--- src/rtl/rtc_cal_pkg.sv ---
package rtc_cal_pkg;
  localparam int CAL_W = 7;
  localparam int WR_W  = CAL_W + 3;

  // packed layout equals wr_data_i: cal in [WR_W-1:3], flags in [2:0]
  typedef struct packed {
    logic [CAL_W-1:0] cal;
    logic             cal_out;
    logic             evt_en;
    logic             evt_sel;
  } cfg_t;
endpackage

--- src/rtl/rtc_cal_regs.sv ---
module rtc_cal_regs
  import rtc_cal_pkg::*;
(
  input  logic clk_i,
  input  logic rst_ni,
  input  logic bat_rst_ni,
  input  logic wr_en_i,
  input  cfg_t wr_cfg_i,
  output cfg_t cfg_o
);
  logic [CAL_W-1:0] cal_q;
  logic             cal_out_q;
  logic             evt_en_q;
  logic             evt_sel_q;

  // main-supply domain fields
  always_ff @(posedge clk_i or negedge rst_ni) begin
    if (!rst_ni) begin
      cal_q     <= '0;
      cal_out_q <= 1'b0;
    end else if (wr_en_i) begin
      cal_q     <= wr_cfg_i.cal;
      cal_out_q <= wr_cfg_i.cal_out;
    end
  end

  // battery domain fields
  always_ff @(posedge clk_i or negedge bat_rst_ni) begin
    if (!bat_rst_ni) begin
      evt_en_q  <= 1'b0;
      evt_sel_q <= 1'b0;
    end else if (wr_en_i) begin
      evt_en_q  <= wr_cfg_i.evt_en;
      evt_sel_q <= wr_cfg_i.evt_sel;
    end
  end

  assign cfg_o = '{cal: cal_q, cal_out: cal_out_q, evt_en: evt_en_q, evt_sel: evt_sel_q};
endmodule

--- src/rtl/rtc_cal_skipper.sv ---
module rtc_cal_skipper #(
  parameter int WIN_BITS = 20,
  parameter int CAL_W    = 7
) (
  input  logic             clk_i,
  input  logic             rst_ni,
  input  logic             tick_i,
  input  logic [CAL_W-1:0] cal_i,
  output logic             tick_o,
  output logic             win_wrap_o,
  output logic [CAL_W-1:0] cal_act_o
);
  logic [WIN_BITS-1:0] win_cnt;
  logic [WIN_BITS-1:0] acc;
  logic [CAL_W-1:0]    cal_act;
  logic [WIN_BITS:0]   sum;
  logic                win_last;
  logic                drop;

  // carry out of acc + cal marks an evenly spread removal
  assign sum        = {1'b0, acc} + (WIN_BITS+1)'(cal_act);
  assign drop       = tick_i & sum[WIN_BITS];
  assign win_last   = &win_cnt;
  assign win_wrap_o = tick_i & win_last;
  assign tick_o     = tick_i & ~drop;
  assign cal_act_o  = cal_act;

  always_ff @(posedge clk_i or negedge rst_ni) begin
    if (!rst_ni) begin
      win_cnt <= '0;
      acc     <= '0;
      cal_act <= '0;
    end else if (tick_i) begin
      win_cnt <= win_cnt + 1'b1;
      if (win_last) begin
        acc     <= '0;
        cal_act <= cal_i;
      end else begin
        acc <= sum[WIN_BITS-1:0];
      end
    end
  end
endmodule

--- src/rtl/rtc_cal_div.sv ---
module rtc_cal_div #(
  parameter int DIV_BITS = 6
) (
  input  logic clk_i,
  input  logic rst_ni,
  input  logic tick_i,
  output logic div_clk_o
);
  logic [DIV_BITS-1:0] cnt;

  always_ff @(posedge clk_i or negedge rst_ni) begin
    if (!rst_ni)     cnt <= '0;
    else if (tick_i) cnt <= cnt + 1'b1;
  end

  assign div_clk_o = cnt[DIV_BITS-1];
endmodule

--- src/rtl/rtc_cal_pinmux.sv ---
module rtc_cal_pinmux (
  input  logic cal_out_i,
  input  logic evt_en_i,
  input  logic evt_sel_i,
  input  logic div_clk_i,
  input  logic alarm_i,
  input  logic second_i,
  output logic pin_o,
  output logic pin_oe_o,
  output logic tamper_block_o
);
  logic evt;

  assign evt = evt_sel_i ? second_i : alarm_i;

  always_comb begin
    if (cal_out_i)     pin_o = div_clk_i;
    else if (evt_en_i) pin_o = evt;
    else               pin_o = 1'b0;
  end

  assign pin_oe_o       = cal_out_i | evt_en_i;
  assign tamper_block_o = cal_out_i | evt_en_i;
endmodule

--- src/rtl/rtc_cal_unit.sv ---
module rtc_cal_unit
  import rtc_cal_pkg::*;
#(
  parameter int WIN_BITS = 20,
  parameter int DIV_BITS = 6
) (
  input  logic            clk_i,
  input  logic            rst_ni,
  input  logic            bat_rst_ni,
  input  logic            wr_en_i,
  input  logic [WR_W-1:0] wr_data_i,
  input  logic            tick_i,
  input  logic            alarm_i,
  input  logic            second_i,
  output logic            tick_o,
  output logic            pin_o,
  output logic            pin_oe_o,
  output logic            tamper_block_o
);
  cfg_t             cfg;
  logic [CAL_W-1:0] cal_act;
  logic             win_wrap;
  logic             div_clk;

  rtc_cal_regs u_regs (
    .clk_i      (clk_i),
    .rst_ni     (rst_ni),
    .bat_rst_ni (bat_rst_ni),
    .wr_en_i    (wr_en_i),
    .wr_cfg_i   (cfg_t'(wr_data_i)),
    .cfg_o      (cfg)
  );

  rtc_cal_skipper #(.WIN_BITS(WIN_BITS), .CAL_W(CAL_W)) u_skip (
    .clk_i      (clk_i),
    .rst_ni     (rst_ni),
    .tick_i     (tick_i),
    .cal_i      (cfg.cal),
    .tick_o     (tick_o),
    .win_wrap_o (win_wrap),
    .cal_act_o  (cal_act)
  );

  rtc_cal_div #(.DIV_BITS(DIV_BITS)) u_div (
    .clk_i     (clk_i),
    .rst_ni    (rst_ni),
    .tick_i    (tick_i),
    .div_clk_o (div_clk)
  );

  rtc_cal_pinmux u_mux (
    .cal_out_i      (cfg.cal_out),
    .evt_en_i       (cfg.evt_en),
    .evt_sel_i      (cfg.evt_sel),
    .div_clk_i      (div_clk),
    .alarm_i        (alarm_i),
    .second_i       (second_i),
    .pin_o          (pin_o),
    .pin_oe_o       (pin_oe_o),
    .tamper_block_o (tamper_block_o)
  );
endmodule

--- config.mk ---
export PLATFORM = sky130hd
export DESIGN_NAME = rtc_cal_unit
export DESIGN_NICKNAME = d
export VERILOG_FILES = /design/src/rtl/rtc_cal_pkg.sv /design/src/rtl/rtc_cal_regs.sv /design/src/rtl/rtc_cal_skipper.sv /design/src/rtl/rtc_cal_div.sv /design/src/rtl/rtc_cal_pinmux.sv /design/src/rtl/rtc_cal_unit.sv
export SDC_FILE = /design/constraint.sdc
export NUM_CORES = 1
export LEC_CHECK = 0
export ABC_AREA = 1
export CORE_MARGIN = 10
export CORE_UTILIZATION = 30
export DETAILED_ROUTE_END_ITERATION = 8
export RECOVER_POWER = 25
export SLEW_MARGIN = 10
export SYNTH_ARGS = -nofsm -noshare
export SYNTH_HDL_FRONTEND = slang
export SYNTH_SLANG_ARGS = --single-unit
--- constraint.sdc ---
create_clock -name clk_i -period 2.05 [get_ports clk_i]
set_input_delay 0.3075 -clock clk_i [delete_from_list [all_inputs] [get_ports clk_i]]
set_output_delay 0.3075 -clock clk_i [all_outputs]
set_load 0.02 [all_outputs]
==> reports/metrics.csv <==
metric,value,unit
post-synth top area cell,dfrtp_1,
Port Buffer Count,20,
Starting DRT DRC Count,153,
antenna violations before repair,0,
cell row count,38,
Yosys top cell area share,0.464,
final hold violations,0,
insertion delay to the later sink of the worst-skew pair,330,ps
Max Clk Rate,442,MHz
max cap viols,0,
"commonest non-fill, non-tap cell in the layout",nand2_1,
clk buf depth,2,
WL final,7180,um
pwr dens,842,nW/um2
P&R area growth vs syn,28.8,%
critical path peak fanout,3,
Clock Skew,5.55,ps
GRT Total Usage,0.0932,
required time of the critical path,1740,ps
P_leak,2.31,nW
chip width,126,um
"Remaining Overflow, GRT",0,
Pre-antenna DRT Iters,4,
clock sinks,63,
most frequent cells in the layout,"124 x nand2_1, 63 x dfrtp_1, 52 x inv_1, 42 x nor2_1, 30 x buf_4",
Die Ht,126,um
Starting Density,0.309,
Final Net Count,505,
CTS H-tree depth,3,
period utilisation layout,1.10,
CP endpoint kind,output pin,
Post-Place Worst Slack,-489,ps
Synth Register Bits,63,
DIE AREA,16000,um2
largest net degree at the start of global routing,62,
"Reg clk slew, reported paths",50,ps
Slew @ Worst Pin,829,ps
post-route setup slack,-212,ps
worst IR drop on VDD,0.000475,V
Syn Nets,450,
Final min period,2260,ps
TritonCTS buffer count,9,
failing checks,setup timing,
hold slack,212,ps
Syn Inst Count,423,
status,"finished, violations left",
Vias,2793,
Yosys cell types,27,
clock root cell,clkbuf_16,
DRC Markers,0,
CP arrival,1950,ps
DP HPWL,5060,um
I/O pins,21,
Syn Area/Cell,8.03,um2
Via density,4.48,
CP startpoint kind,flop,
"Seq/Total Area, Yosys",0.464,
total core area,11000,um2
routability cong.,0.846,
CTS tree,built,
final slew viol count,0,
Routed WL per cell,11.5,um
Crit Path Class,reg2out,
number of global-route vias before repair,2885,
ant diodes,0,
Slew HR,0.447,
worst min path class,in2async,
first-pass GRT wire length,12800,um
antenna-violating nets left,0,
share of cells above drive strength 1,0.159,
"top cells by area, synth","dfrtp_1 46%, nand2_1 14%, inv_1 5.7%, xor2_1 5.2%, nor2_1 4.6%",
Setup Total Neg Slack,-212,ps
RSZ-0062 raised after global routing,true,
Finish-stage setup viols,1,
Ys Warns,0,
synthesized area,3400,um2
critical path: stages, from the launching register on:
cell     delay (ps)
dfrtp_1         410
ha_4            180
fa_2            350
nand2_2          80
nand3_2          70
nand3_2          90
nand2_4          80
nand2_4          70
nor3_2           30
nor2_1          110
buf_4           150
cells by family (layout without fill, tap and decap cells):
kind of cell	count (synthesis)	count (layout)	share of synthesized area
compound gates	35	35	0.0611
flops	63	63	0.464
buf+inv	60	120	0.0707
simple gates	226	226	0.290
xor+xnor	29	29	0.0747
fa+ha+maj	10	10	0.0390
cells in the mapped netlist:
cell type	count
o21bai_1	1
xor2_1	20
o21ai_0	17
o21ai_2	7
nor2_1	42
nand4_1	10
nand4_4	1
a21oi_1	8
o22ai_1	1
clkbuf_1	3
buf_6	1
fa_1	1
nand2_1	127
buf_4	1
nand3_2	1
nand3_1	28
dfrtp_1	63
ha_1	9
nand2_2	3
nor3_1	7
nor2_4	2
o211ai_1	1
buf_2	3
xnor2_1	9
nor3_2	3
nor2_2	2
inv_1	52
path summary, 6_finish.rpt:
| kind | start | endpoint | slack, ps | cells past startpoint |
|---|---|---|---|---|
| hold / removal | bat_rst_ni | u_regs.evt_sel_q | 210 | 1 |
| hold reg to reg | u_div.cnt[4] | u_div.cnt[4] | 480 | 1 |
| setup reg to reg | u_skip.cal_act_o[2] | u_skip.acc[7] | 240 | 10 |
| setup / recovery | u_skip.cal_act_o[0] | tick_o | -210 | 10 |
| min in group clk_i | u_div.cnt[4] | u_div.cnt[4] | 480 | 1 |
| max in group asynchronous | rst_ni | u_skip.acc[9] | 780 | 3 |
report_power, final:
part	switching, mW	internal, mW	leakage, nW	total, mW
Combinational	0.226	0.175	1.35	0.400
Clock	0.565	1.19	0.170	1.76
Sequential	0.137	1.40	0.790	1.53
timing repair:
| action | 4_1_cts | 5_1_grt |
|---|---|---|
| pin swaps | 1 | 3 |
| setup buffers | 2 | 2 |
| hold endpoints to repair | 26 | 0 |
| gates resized for setup | 9 | 9 |
| hold buffers | 1 | 0 |
| endpoints found under the setup margin | 1 | 2 |
metal layers:
metal | part of all wire | GRT usage | up-vias
met4 | 0.0082 | 0.0301 | 0
met2 | 0.45 | 0.148 | 45
met5 | 0 | 0 | -
met3 | 0.043 | 0.0296 | 6
li1 | - | - | 1440
met1 | 0.50 | 0.118 | 1302
state kept, by name, summed over array words and instances, names as in the netlist:
name              count
u_div.cnt             6
u_regs.evt_sel_q      1
u_skip.acc           20
u_regs.cal_out_q      1
u_regs.evt_en_q       1
u_skip.win_cnt       20
u_skip.cal_act_o      7
u_regs.cal_q          7
final cells by class:
type	instances	area, um2
sequential	63	1580
clock inverter	7	121
clock buffer	9	225
multi-input combinational	300	1630
inverter	52	195
tap	140	175
fill	1100	6610
timing repair buffer	52	450
through the flow:
stage          std cells  area, um2  power (mW)  utilization
2_1_floorplan        423       3400        1.81            -
3_3_place_gp         602       3950        1.94        0.360
3_5_place_dp         602       3950        1.96        0.360
4_1_cts              621       4330        3.74        0.394
5_1_grt              623       4380        3.88        0.398
6_report             623       4380        3.69        0.398
No activity file was read; power rests on OpenSTA's default activity.
